**config.mk**
```make
export PLATFORM = sky130hd
export DESIGN_NAME = clrsense_mem
export DESIGN_NICKNAME = d
export VERILOG_FILES = /design/src/rtl/clrsense_pkg.sv /design/src/rtl/clrsense_array.sv /design/src/rtl/clrsense_sense.sv /design/src/rtl/clrsense_seq.sv /design/src/rtl/clrsense_mem.sv
export SDC_FILE = /design/constraint.sdc
export NUM_CORES = 1
export LEC_CHECK = 0
export BUFFER_PORTS_ARGS = -buffer_cell sky130_fd_sc_hd__clkbuf_2
export CAP_MARGIN = 20
export CORE_ASPECT_RATIO = 1.5
export CORE_MARGIN = 2
export CORE_UTILIZATION = 40
export CTS_CLUSTER_SIZE = 16
export DETAILED_ROUTE_END_ITERATION = 10
export GPL_ROUTABILITY_DRIVEN = 0
export GPL_TIMING_DRIVEN = 0
export PLACE_DENSITY = 0.65
export SYNTH_ARGS = -nofsm -noshare
export SYNTH_HDL_FRONTEND = slang
export SYNTH_HIERARCHICAL = 1
export SYNTH_SLANG_ARGS = --single-unit
```
**constraint.sdc**
```tcl
create_clock -name clk -period 4.4 [get_ports clk]
set_clock_uncertainty 0.2 [all_clocks]
set_input_delay 0 -clock clk [delete_from_list [all_inputs] [get_ports clk]]
set_output_delay 0 -clock clk [all_outputs]
set_load 0.01 [all_outputs]
```
**src/rtl/clrsense_pkg.sv**
```systemverilog
package clrsense_pkg;

  typedef enum logic [1:0] {
    ST_IDLE        = 2'd0,
    ST_CLEAR_SENSE = 2'd1,
    ST_RESTORE     = 2'd2,
    ST_WRITE       = 2'd3
  } phase_t;

  // Phase sequence: read = IDLE, CLEAR_SENSE, RESTORE, IDLE; write = IDLE, WRITE, IDLE
  function automatic phase_t phase_after(input phase_t cur, input logic take, input logic is_wr);
    phase_t nxt;
    case (cur)
      ST_IDLE:        nxt = take ? (is_wr ? ST_WRITE : ST_CLEAR_SENSE) : ST_IDLE;
      ST_CLEAR_SENSE: nxt = ST_RESTORE;
      ST_RESTORE:     nxt = ST_IDLE;
      default:        nxt = ST_IDLE;
    endcase
    return nxt;
  endfunction

  function automatic logic phase_drives_cells(input phase_t cur);
    return (cur == ST_RESTORE) || (cur == ST_WRITE);
  endfunction

endpackage

```
**src/rtl/clrsense_array.sv**
```systemverilog
module clrsense_array #(
  parameter int W  = 40,
  parameter int D  = 16,
  parameter int AW = $clog2(D)
) (
  input  logic          clk,
  input  logic          rst_n,
  input  logic          clr_en,
  input  logic          wr_en,
  input  logic [AW-1:0] addr,
  input  logic [W-1:0]  wdata,
  output logic [W-1:0]  flip,
  output logic [W-1:0]  probe
);

  logic [W-1:0] rows [D];

  for (genvar r = 0; r < D; r++) begin : g_row
    logic         hit;
    logic [W-1:0] row_q;
    assign hit = (addr == AW'(r));
    always_ff @(posedge clk or negedge rst_n) begin
      if (!rst_n)              row_q <= '0;
      else if (wr_en && hit)   row_q <= wdata;
      else if (clr_en && hit)  row_q <= '0;
    end
    assign rows[r] = row_q;
  end

  // A cell that held 1 flips on clear; a cell that held 0 gives no pulse
  assign probe = rows[addr];
  assign flip  = clr_en ? probe : '0;

endmodule

```
**src/rtl/clrsense_sense.sv**
```systemverilog
module clrsense_sense #(
  parameter int W = 40
) (
  input  logic         clk,
  input  logic         rst_n,
  input  logic         capture,
  input  logic [W-1:0] pulse,
  output logic [W-1:0] data_q,
  output logic         valid_q
);

  function automatic logic [W-1:0] rebuild(input logic [W-1:0] p);
    logic [W-1:0] v;
    for (int i = 0; i < W; i++) v[i] = p[i] ? 1'b1 : 1'b0;
    return v;
  endfunction

  always_ff @(posedge clk or negedge rst_n) begin
    if (!rst_n) begin
      data_q  <= '0;
      valid_q <= 1'b0;
    end else begin
      valid_q <= capture;
      if (capture) data_q <= rebuild(pulse);
    end
  end

endmodule

```
**src/rtl/clrsense_seq.sv**
```systemverilog
module clrsense_seq
  import clrsense_pkg::*;
#(
  parameter int W  = 40,
  parameter int AW = 4
) (
  input  logic          clk,
  input  logic          rst_n,
  input  logic          req,
  input  logic          req_we,
  input  logic [AW-1:0] req_addr,
  input  logic [W-1:0]  req_wdata,
  input  logic [W-1:0]  sensed,
  output logic          rdy,
  output logic          clr_en,
  output logic          wr_en,
  output logic [AW-1:0] cur_addr,
  output logic [W-1:0]  wr_data,
  output phase_t        phase
);

  phase_t        phase_q;
  logic [AW-1:0] addr_q;
  logic [W-1:0]  wdata_q;
  logic          take;

  assign take = req && (phase_q == ST_IDLE);

  always_ff @(posedge clk or negedge rst_n) begin
    if (!rst_n) begin
      phase_q <= ST_IDLE;
      addr_q  <= '0;
      wdata_q <= '0;
    end else begin
      phase_q <= phase_after(phase_q, take, req_we);
      if (take) begin
        addr_q <= req_addr;
        if (req_we) wdata_q <= req_wdata;
      end
    end
  end

  assign rdy      = (phase_q == ST_IDLE);
  assign clr_en   = (phase_q == ST_CLEAR_SENSE);
  assign wr_en    = phase_drives_cells(phase_q);
  assign wr_data  = (phase_q == ST_RESTORE) ? sensed : wdata_q;
  assign cur_addr = addr_q;
  assign phase    = phase_q;

endmodule

```
**src/rtl/clrsense_mem.sv**
```systemverilog
module clrsense_mem
  import clrsense_pkg::*;
#(
  parameter int WIDTH = 40,
  parameter int DEPTH = 16,
  localparam int AW   = $clog2(DEPTH)
) (
  input  logic             clk,
  input  logic             rst_n,
  input  logic             req,
  input  logic             req_we,
  input  logic [AW-1:0]    req_addr,
  input  logic [WIDTH-1:0] req_wdata,
  output logic             rdy,
  output logic             rd_valid,
  output logic [WIDTH-1:0] rd_data
);

  phase_t           phase;
  logic             clr_en;
  logic             wr_en;
  logic [AW-1:0]    cur_addr;
  logic [WIDTH-1:0] wr_data;
  logic [WIDTH-1:0] flip;
  logic [WIDTH-1:0] word_at_addr;

  clrsense_seq #(.W(WIDTH), .AW(AW)) u_seq (
    .clk(clk), .rst_n(rst_n), .req(req), .req_we(req_we),
    .req_addr(req_addr), .req_wdata(req_wdata), .sensed(rd_data),
    .rdy(rdy), .clr_en(clr_en), .wr_en(wr_en), .cur_addr(cur_addr),
    .wr_data(wr_data), .phase(phase)
  );

  clrsense_array #(.W(WIDTH), .D(DEPTH), .AW(AW)) u_array (
    .clk(clk), .rst_n(rst_n), .clr_en(clr_en), .wr_en(wr_en),
    .addr(cur_addr), .wdata(wr_data), .flip(flip), .probe(word_at_addr)
  );

  clrsense_sense #(.W(WIDTH)) u_sense (
    .clk(clk), .rst_n(rst_n), .capture(clr_en), .pulse(flip),
    .data_q(rd_data), .valid_q(rd_valid)
  );

endmodule

```
* After elaboration in Yosys (flattened, before gate mapping)
Index checks and enable logic that the tools add are counted.
** Cells by class
- Order comparisons :: 1
- Eq/ne operators :: 18
- Muxes and demuxes :: 80
- Bitwise gates (word level) :: 1
- Reductions and logical operators :: 53
** Operators by type and width (count)
- 40-bit 2-to-1 mux :: 36
- 40-bit binary-select mux with 4-bit select :: 1
- 1-bit 2-to-1 mux :: 40
- 1-bit logical AND :: 33
- 4-bit == test (second input constant) :: 8
- 2-bit nonzero test :: 16
- 4-bit by 3-bit == test with 1-bit output (second input constant) :: 4
- 4-bit by 2-bit == test with 1-bit output (second input constant) :: 2
- 5-bit >= comparator (second input constant) :: 1
- 4-bit NOT with 5-bit output :: 1
- 2-bit == test (second input constant) :: 2
- 4-bit by 1-bit == test with 1-bit output (second input constant) :: 1
- 4-bit logical NOT :: 1
- 2-bit 2-to-1 mux :: 2
- 2-bit one-hot mux with 2 select lines :: 1
- 2-bit by 1-bit == test with 1-bit output (second input constant) :: 1
- 2-bit logical NOT :: 1
- 2-bit AND reduction :: 1
- 1-bit logical OR :: 1
** Word-level totals
- Register bits after elaboration :: 727
- Input bits :: 48
- Output and inout port bits :: 42
- Logic and storage cells :: 174

* Depth between registers and ports, before layout
Gate-level depths: netlist of the first run.
- Word-level depth :: 6
- Mapped depth :: 7
- Depth with buffers taken out :: 4

* Cells and area by module
The synthesis of the first run kept the hierarchy.
** Modules (own cells, without submodules)
- clrsense_array :: instances 1, cells each 1926, area an instance 27869.2 um^2, sequential area each 16015.4 um^2
- clrsense_seq :: instances 1, cells each 146, area an instance 2436.1 um^2, sequential area each 1151.1 um^2
- clrsense_sense :: instances 1, cells each 85, area an instance 1521.5 um^2, sequential area each 1026.0 um^2

* Least setup slack after synthesis of the first run
OpenSTA, ideal clock, no wires.
- Kind :: reg2reg
- From :: register u_seq.phase_q[1] (netlist: u_seq/phase[1])
- To :: register u_array.g_row[15].row_q[0]
- Library setup time :: 121 ps
- Arrival time :: 1847 ps
- Data required time :: 4079 ps
- Path slack :: 2232 ps
- Cell stages (with the launch flop) :: 8
- Buffers on the path :: 3
- Clock period less this slack :: 2168 ps
- Path through :: dfrtp_1 > and2b_2 > or2_1 > clkbuf_1 > or3b_1 > clkbuf_1 > buf_2 > a22o_1
** Between the ends
- Elaborated cells on any way between the ends :: 9
- Classes of those cells :: 3 x eq/ne; 2 x mux; 4 x reduce/logical
** RTL lines
- start, declared :: RTL line clrsense_seq.sv:22 : phase_t phase_q;
- start signal, assigned :: RTL line clrsense_seq.sv:35 : phase_q <= phase_after(phase_q, take, req_we);
- 2-bit by 1-bit == test with 1-bit output :: RTL line clrsense_seq.sv:44 : assign clr_en = (phase_q == ST_CLEAR_SENSE);
- via clr_en :: RTL line clrsense_mem.sv:20 : logic clr_en;
- 1-bit logical AND :: RTL line clrsense_array.sv:25 : else if (clr_en && hit) row_q <= '0;
- 2-bit nonzero test (no source line)
- end signal, assigned :: RTL line clrsense_array.sv:24 : else if (wr_en && hit) row_q <= wdata;
- end, declared :: RTL line clrsense_array.sv:20 : logic [W-1:0] row_q;
The timed path passes the listed nets, and every way through them passes these cells.
A chain may end at the register's enable or synchronous reset.

* Worst setup path after layout of the first run
- From :: register u_seq.addr_q[1] (netlist: u_seq/cur_addr[1])
- To :: register u_sense.data_q[1]
** Between the ends
- Cells in the longest elaborated chain, start to end :: 6
** RTL lines
- start, declared :: RTL line clrsense_seq.sv:23 : logic [AW-1:0] addr_q;
- start signal, assigned :: RTL line clrsense_seq.sv:37 : addr_q <= req_addr;
- 4-bit NOT with 5-bit output (implied by the code) :: RTL line clrsense_array.sv:31 : assign probe = rows[addr];
- 40-bit binary-select mux with 4-bit select :: RTL line clrsense_array.sv:31
- 40-bit 2-to-1 mux (implied by the code) (2 in series) :: RTL line clrsense_array.sv:31
- 40-bit 2-to-1 mux :: RTL line clrsense_array.sv:32 : assign flip = clr_en ? probe : '0;
- via flip[1] :: RTL line clrsense_mem.sv:24 : logic [WIDTH-1:0] flip;
- 1-bit 2-to-1 mux :: RTL line clrsense_sense.sv:14 : for (int i = 0; i < W; i++) v[i] = p[i] ? 1'b1 : 1'b0;
- end signal, assigned :: RTL line clrsense_sense.sv:24 : if (capture) data_q <= rebuild(pulse);
- end, declared :: RTL line clrsense_sense.sv:8 : output logic [W-1:0] data_q,
The timed path passes the listed nets, and every way through them passes these cells. The select of a mux whose other input is x is not followed.

==> insert_results.sql, run 1 <==
INSERT INTO impl_metrics (metric_group, metric, value, unit) VALUES
('yosys', 'syn-cell-area', '31600', 'um2'),
('worst_setup_path', 'worst-path-max-fanout', '10', ''),
('sta', 'worst-slew-pin-transition', '1.31', 'ns'),
('routing', 'drt_drc_violations_left', '0', ''),
('placed_design', 'hpwl', '65100', 'um'),
('hold_path', 'timing.hold.worst.start', 'req', ''),
('global_routing', 'largest_net_degree_at_the_start_of_global_routing', '116', ''),
('clocking', 'clkLatencyLatePin', '0.62', 'ns'),
('floorplanning', 'core_ar', '78500', 'um2'),
('clocking', 'root_buffer', 'sky130_fd_sc_hd__clkbuf_16', ''),
('placed_design', 'port_buffers', '89', ''),
('sta', 'worst_slew_margin_rel', '11.8', '%'),
('worst_setup_path', 'timing.critical_path.arrival', '3.61', 'ns'),
('routing', 'routed_wire_length', '94800', 'um'),
('floorplanning', 'chipWidth', '234', 'um'),
('global_routing', 'initial_antenna_violation_count', '0', ''),
('floorplanning', 'die_height', '348', 'um'),
('placed_design', 'post-place-cells', '3232', ''),
('clocking', 'numClockSinks', '727', ''),
('worst_setup_path', 'setup.worst_path.start_class', 'register', ''),
('yosys', 'synthesis.area_per_instance', '15.0', 'um2'),
('floorplanning', 'die_area', '81300', 'um2'),
('final_layout', 'most-common-layout-cells', 'sky130_fd_sc_hd__dfrtp_1, sky130_fd_sc_hd__a22o_1, sky130_fd_sc_hd__mux4_2', ''),
('final_layout', 'finalNonFillerCells', '3451', ''),
('routing', 'vias', '21700', ''),
('worst_setup_path', 'startpoint', 'u_seq/cur_addr[1]$_DFFE_PN0P_', ''),
('floorplanning', 'start_util', '40.3', '%'),
('clocking', 'cts_post_setup_buffers_inserted', '0', ''),
('sta', 'setup_repair_after_global_routing_missed_its_margin', 'false', ''),
('floorplanning', 'design.portCount', '90', ''),
('power', 'cell_pwr_density', '701', 'nW/um2'),
('sta', 'report.final.hold_viol_count', '0', ''),
('global_routing', 'gr-total-overflow', '0', ''),
('worst_setup_path', 'timing_worst_setup_path_type', 'register to register', ''),
('power', 'static-leakage-power', '0.0168', 'uW'),
('status', 'outcome', 'complete, no violations', ''),
('floorplanning', 'standard_cell_row_count', '126', ''),
('worst_setup_path', 'reg2reg_setup_slack', '1.12', 'ns'),
('sta', 'setup_violations', '0', ''),
('final_layout', 'commonest_non_fill_non_tap_cell_in_the_layout', 'sky130_fd_sc_hd__dfrtp_1', ''),
('yosys', 'post_synth_inst_count', '2113', ''),
('routing', 'drt_iter0_drc', '2056', ''),
('yosys', 'yosys_warnings', '6', ''),
('power', 'irDropWorstVdd', '0.336', 'mV'),
('routing', 'drt_pre_antenna_iters', '7', ''),
('routing', 'avgViaCountPerCell', '6.29', ''),
('final_layout', 'final_net_count', '2426', ''),
('sta', 'timing.final.max_slew_violations', '0', ''),
('clocking', 'worst_path_clk_slew', '0.06', 'ns'),
('global_routing', 'first_pass_grt_wire_length', '145000', 'um'),
('clocking', 'tritoncts', 'built', ''),
('global_routing', 'first_global_vias', '23600', ''),
('global_routing', 'globalRouteTotalUtil', '23.6', '%'),
('yosys', 'synth_fp_nets', '2161', ''),
('clocking', 'cts.path.max_buffers', '3', ''),
('clocking', 'numCtsBuffers', '69', ''),
('worst_setup_path', 'worstPathRequired', '4.73', 'ns'),
('clocking', 'cts.htree.levels', '3', ''),
('worst_setup_path', 'timing.rr.start', 'u_seq/cur_addr[1]$_DFFE_PN0P_', ''),
('run', 'timing.max_cap.violations', '0', ''),
('final_layout', 'areaGrowthSynthToFinish', '16.8', '%'),
('routing', 'antenna_violating_nets_post_route', '0', ''),
('worst_setup_path', 'end_kind', 'register', ''),
('final_layout', 'final_core_util', '47.0', '%'),
('final_layout', 'diodes', '0', ''),
('hold_path', 'worstHoldPathType', 'primary input to register', ''),
('sta', 'fmax', '0.305', 'GHz'),
('sta', 'timing.final.crit_share', '74.5', '%'),
('routing', 'wire_per_inst', '27.5', 'um'),
('final_layout', 'layout-drive-gt1-share', '24.7', '%'),
('sta', 'final_period_minus_worst_setup_slack', '3.28', 'ns');
state kept, by name (all words and copies together), names as in the netlist:
signal	count
u_array/g_row.row_q	640
u_sense/data_q	40
u_sense/valid_q	1
u_seq/cur_addr	4
u_seq/phase	2
u_seq/wdata_q	40
layer usage:
layer	track usage, %	part of all wire, %	vias to the layer above
li1	-	-	8831
met1	28.6	37	11500
met2	40.4	52	1118
met3	4.16	6.9	302
met4	11.3	4.7	0
met5	0	0	-
stage by stage:
step           setup slack [ns]  hold slack [ns]  power (uW)  instance area (um2)  TNS [ns]
3_3_place_gp             -12.96           0.0335       18900                33300  -9301.09
2_1_floorplan              2.23           -0.496       16700                31600         0
5_1_grt                    1.12            0.117       27100                36900         0
4_1_cts                    1.27           0.0703       25900                36900         0
6_report                   1.12            0.101       25900                36900         0
3_5_place_dp               1.32          -0.0786       19300                33500         0
worst max-delay path, stage by stage, from the launching register on:
cell,delay (ns)
sky130_fd_sc_hd__dfrtp_1,0.43
sky130_fd_sc_hd__buf_2,0.23
sky130_fd_sc_hd__nand2b_1,0.12
sky130_fd_sc_hd__clkbuf_1,0.46
sky130_fd_sc_hd__clkbuf_1,0.54
sky130_fd_sc_hd__o22ai_1,0.19
sky130_fd_sc_hd__a211oi_1,0.73
sky130_fd_sc_hd__mux2_2,0.30
what timing repair did:
action	CTS	global route
endpoints found under the setup margin	0	0
resized for setup	0	0
hold endpoints to repair	324	0
hold buffers	99	0
final timing paths:
check	to	cells past startpoint
max in group asynchronous	u_array/g_row[1].row_q[29]$_DFFE_PN0P_	7
min in group asynchronous	u_array/g_row[9].row_q[7]$_DFFE_PN0P_	4
worst max-delay path	u_sense/data_q[1]$_DFFE_PN0P_	7
worst min-delay path	u_seq/phase[0]$_DFF_PN0_	3
worst max register to register	u_sense/data_q[1]$_DFFE_PN0P_	7
worst min register to register	u_array/g_row[13].row_q[7]$_DFFE_PN0P_	1
report_power, final:
part	switching (uW)	internal [uW]	total [uW]	leakage, uW
Clock	2600	3790	6390	0.00120
Combinational	4000	4470	8470	0.00600
Sequential	1610	9410	11000	0.00959
Total	8210	17700	25900	0.0168
area by class of cell:
class	instances	area, um2
flip-flops and latches	727	18200
well taps	1024	1280
repair buffers	194	1630
inverters	2	7.51
clock buffers	95	2050
multi-input cells	1098	12000
plain buffers	286	1390
fillers	6802	41600
clock inverters	25	360
(Power assumes the default switching activity.)
==> run 2, diff against run 1 <==
--- a/config.mk
+++ b/config.mk
@@ -14,7 +14,7 @@
 export DETAILED_ROUTE_END_ITERATION = 10
 export GPL_ROUTABILITY_DRIVEN = 0
 export GPL_TIMING_DRIVEN = 0
-export PLACE_DENSITY = 0.65
+export PLACE_DENSITY = 0.67
 export SYNTH_ARGS = -nofsm -noshare
 export SYNTH_HDL_FRONTEND = slang
 export SYNTH_HIERARCHICAL = 1
==> constraint.sdc (replaced) <==
create_clock -name clk -period 2.6 [get_ports clk]
set_clock_uncertainty 0.2 [all_clocks]
set_input_delay 0 -clock clk [delete_from_list [all_inputs] [get_ports clk]]
set_output_delay 0 -clock clk [all_outputs]
set_load 0.01 [all_outputs]
==> insert_results.sql, run 2 (same netlist as run 1, synthesis figures left out) <==
INSERT INTO impl_metrics (metric_group, metric, value, unit) VALUES
('floorplanning', 'die_height', '348', 'um'),
('floorplanning', 'die_area', '81300', 'um2'),
('final_layout', 'n_fill_cell', '6782', ''),
('floorplanning', 'core_ar', '78500', 'um2'),
('placed_design', 'port_buffers', '89', ''),
('clocking', 'numCtsBuffers', '68', ''),
('placed_design', 'post_place_instance_area', '33500', 'um2'),
('power', 'pwr-share-comb', '34.3', '%'),
('routing', 'wire_per_inst', '27.4', 'um'),
('status', 'violated_checks', 'hold timing', ''),
('sta', 'timing.final.max_slew_violations', '0', ''),
('final_layout', 'largest_reg_flops', '640', ''),
('final_layout', 'registers.top_by_ff_count', 'u_array/g_row.row_q', ''),
('final_layout', 'design_area', '37100', 'um2'),
('routing', 'drt_drc_violations_left', '0', ''),
('floorplanning', 'start_util', '40.3', '%'),
('worst_setup_path', 'end_kind', 'register', ''),
('global_routing', 'gr-total-overflow', '0', ''),
('worst_setup_path', 'timing.critical_path.arrival', '2.88', 'ns'),
('global_routing', 'first_global_vias', '23500', ''),
('sta', 'worst_slew_margin_rel', '47.1', '%'),
('clocking', 'numClockSinks', '727', ''),
('worst_setup_path', 'worst-path-max-fanout', '10', ''),
('sta', 'final_period_minus_worst_setup_slack', '2.58', 'ns'),
('sta', 'worst_hold_slack', '-0.197', 'ns'),
('placed_design', 'hpwl', '64800', 'um'),
('final_layout', 'areaGrowthSynthToFinish', '17.4', '%'),
('power', 'total_power', '43200', 'uW'),
('floorplanning', 'standard_cell_row_count', '126', ''),
('routing', 'avgViaCountPerCell', '6.33', ''),
('hold_path', 'worstHoldPathType', 'primary input to asynchronous set/reset pin', ''),
('global_routing', 'first_pass_grt_wire_length', '145000', 'um'),
('power', 'irDropWorstVdd', '0.448', 'mV'),
('final_layout', 'most-common-layout-cells', 'sky130_fd_sc_hd__dfrtp_1, sky130_fd_sc_hd__a22o_1, sky130_fd_sc_hd__mux4_2', ''),
('final_layout', 'diodes', '0', ''),
('clocking', 'cts_hold_buffers', '95', ''),
('worst_setup_path', 'worstPathRequired', '2.90', 'ns'),
('power', 'cell_internal_pwr', '29200', 'uW'),
('final_layout', 'largestRegisters', 'u_array/g_row.row_q x640, u_sense/data_q x40, u_seq/wdata_q x40', ''),
('routing', 'drt_pre_antenna_iters', '6', ''),
('sta', 'fmax', '0.387', 'GHz'),
('global_routing', 'largest_net_degree_at_the_start_of_global_routing', '125', ''),
('clocking', 'root_buffer', 'sky130_fd_sc_hd__clkbuf_16', ''),
('status', 'outcome', 'finished, violations left', ''),
('global_routing', 'initial_antenna_violation_count', '0', ''),
('placed_design', 'dpl_worst_slack', '-0.431', 'ns'),
('power', 'clockPowerShare', '22.6', '%'),
('routing', 'vias', '21900', ''),
('sta', 'report.final.hold_viol_count', '113', ''),
('power', 'static-leakage-power', '0.0170', 'uW'),
('routing', 'antenna_violating_nets_post_route', '0', ''),
('floorplanning', 'design.portCount', '90', ''),
('final_layout', 'layout-drive-gt1-share', '28.8', '%'),
('clocking', 'worst_path_clk_slew', '0.07', 'ns'),
('run', 'timing.max_cap.violations', '0', ''),
('sta', 'setup_violations', '0', ''),
('global_routing', 'globalRouteTotalUtil', '23.4', '%'),
('power', 'cell_pwr_density', '1170', 'nW/um2'),
('worst_setup_path', 'setup.worst_path.start_class', 'register', ''),
('power', 'switch_pwr', '14000', 'uW'),
('clocking', 'cts.htree.levels', '3', ''),
('routing', 'drt_iter0_drc', '2348', ''),
('floorplanning', 'chipWidth', '234', 'um'),
('sta', 'worst-slew-pin-transition', '0.794', 'ns'),
('routing', 'routed_wire_length', '94700', 'um'),
('final_layout', 'commonest_non_fill_non_tap_cell_in_the_layout', 'sky130_fd_sc_hd__dfrtp_1', ''),
('sta', 'timing.final.crit_share', '99.4', '%'),
('clocking', 'clkLatencyLatePin', '0.61', 'ns'),
('worst_setup_path', 'timing_worst_setup_path_type', 'register to register', ''),
('clocking', 'tritoncts', 'built', ''),
('final_layout', 'final_net_count', '2428', ''),
('power', 'sequentialPowerShare', '43.2', '%'),
('clocking', 'cts.path.max_buffers', '3', ''),
('sta', 'postLayoutSetupSlackWorst', '0.0155', 'ns'),
('power', 'p_sw_share', '32.5', '%');
[run 2: cell count changes in the layout (fill, tap and decap cells not counted), moves of 6 or more]
cell                        change
sky130_fd_sc_hd__clkbuf_2      +51
sky130_fd_sc_hd__buf_6          +6
sky130_fd_sc_hd__clkbuf_4      +27
sky130_fd_sc_hd__clkbuf_8       -6
sky130_fd_sc_hd__bufinv_16      -9
sky130_fd_sc_hd__buf_2         -20
sky130_fd_sc_hd__clkbuf_1      -66
sky130_fd_sc_hd__buf_4         +13
[run 2: area by class of cell]
cell class,instances,area (um2),share of cell area [%]
Buffer,283,1680,4.51
Multi-Input combinational cell,1098,12100,32.7
Timing Repair Buffer,200,1680,4.52
Clock inverter,20,121,0.327
Sequential cell,727,18200,49.0
Inverter,2,7.51,0.0202
Tap cell,1024,1280,3.45
Clock buffer,101,2020,5.45
[run 2: per-stage QoR]
step                std cells  hold slack [ns]  utilization (%)  TNS (ns)
finish                   3455           -0.197             47.3         0
detailed placement       3232           0.0152             42.7    -64.34
global route             3455           -0.135             47.3   -0.0839
CTS                      3453          -0.0590             47.0         0
floorplan                2113           -0.496                -         0
global placement         3226           0.0327             42.5         -
[run 2: final timing paths]
| path | start | end | slack (ns) | cells past startpoint |
|---|---|---|---|---|
| max | u_seq/phase[0]$_DFF_PN0_ | u_array/g_row[5].row_q[39]$_DFFE_PN0P_ | 0.02 | 7 |
| min | rst_n | u_seq/wdata_q[1]$_DFFE_PN0P_ | -0.20 | 2 |
| max reg2reg | u_seq/phase[0]$_DFF_PN0_ | u_array/g_row[5].row_q[39]$_DFFE_PN0P_ | 0.02 | 7 |
| min reg2reg | u_array/g_row[11].row_q[23]$_DFFE_PN0P_ | u_array/g_row[11].row_q[23]$_DFFE_PN0P_ | 0.30 | 1 |
| max in group asynchronous | rst_n | u_array/g_row[14].row_q[27]$_DFFE_PN0P_ | 0.50 | 5 |
| min in group clk | req | u_seq/phase[0]$_DFF_PN0_ | 0.14 | 3 |
[run 2: critical path, stage by stage (launching register included)]
cell,delay (ns)
sky130_fd_sc_hd__dfrtp_1,0.43
sky130_fd_sc_hd__and2b_4,0.35
sky130_fd_sc_hd__buf_12,0.13
sky130_fd_sc_hd__buf_6,0.18
sky130_fd_sc_hd__mux2_1,0.34
sky130_fd_sc_hd__buf_1,0.22
sky130_fd_sc_hd__clkbuf_1,0.33
sky130_fd_sc_hd__a22o_1,0.29
[run 2: timing repair]
action / CTS / global route
buffers inserted: 6 / 4
gates resized for setup: 109 / 93
setup endpoints to repair: 566 / 712
endpoints found under the hold margin: 165 / 113
cloned: 0 / 0
pin swaps: 2 / 2
[run 2: routing by layer]
| metal | global-route usage [%] | routed length (um) |
|---|---|---|
| met4 | 12.2 | 4950 |
| met2 | 39.6 | 48100 |
| met5 | 0 | 0 |
| met1 | 28.3 | 34400 |
| met3 | 4.44 | 7230 |
[run 2: power by group through the flow]
| stage | Clock (uW) | Combinational [uW] | Sequential [uW] |
|---|---|---|---|
| 6_report | 9760 | 14800 | 18700 |
| 5_1_grt | 10400 | 15700 | 19100 |
| 4_1_cts | 9940 | 14500 | 18500 |
| 3_5_place_dp | 0 | 14000 | 18600 |
| 3_3_place_gp | 0 | 13600 | 18400 |
| 2_1_floorplan | 0 | 10500 | 17800 |
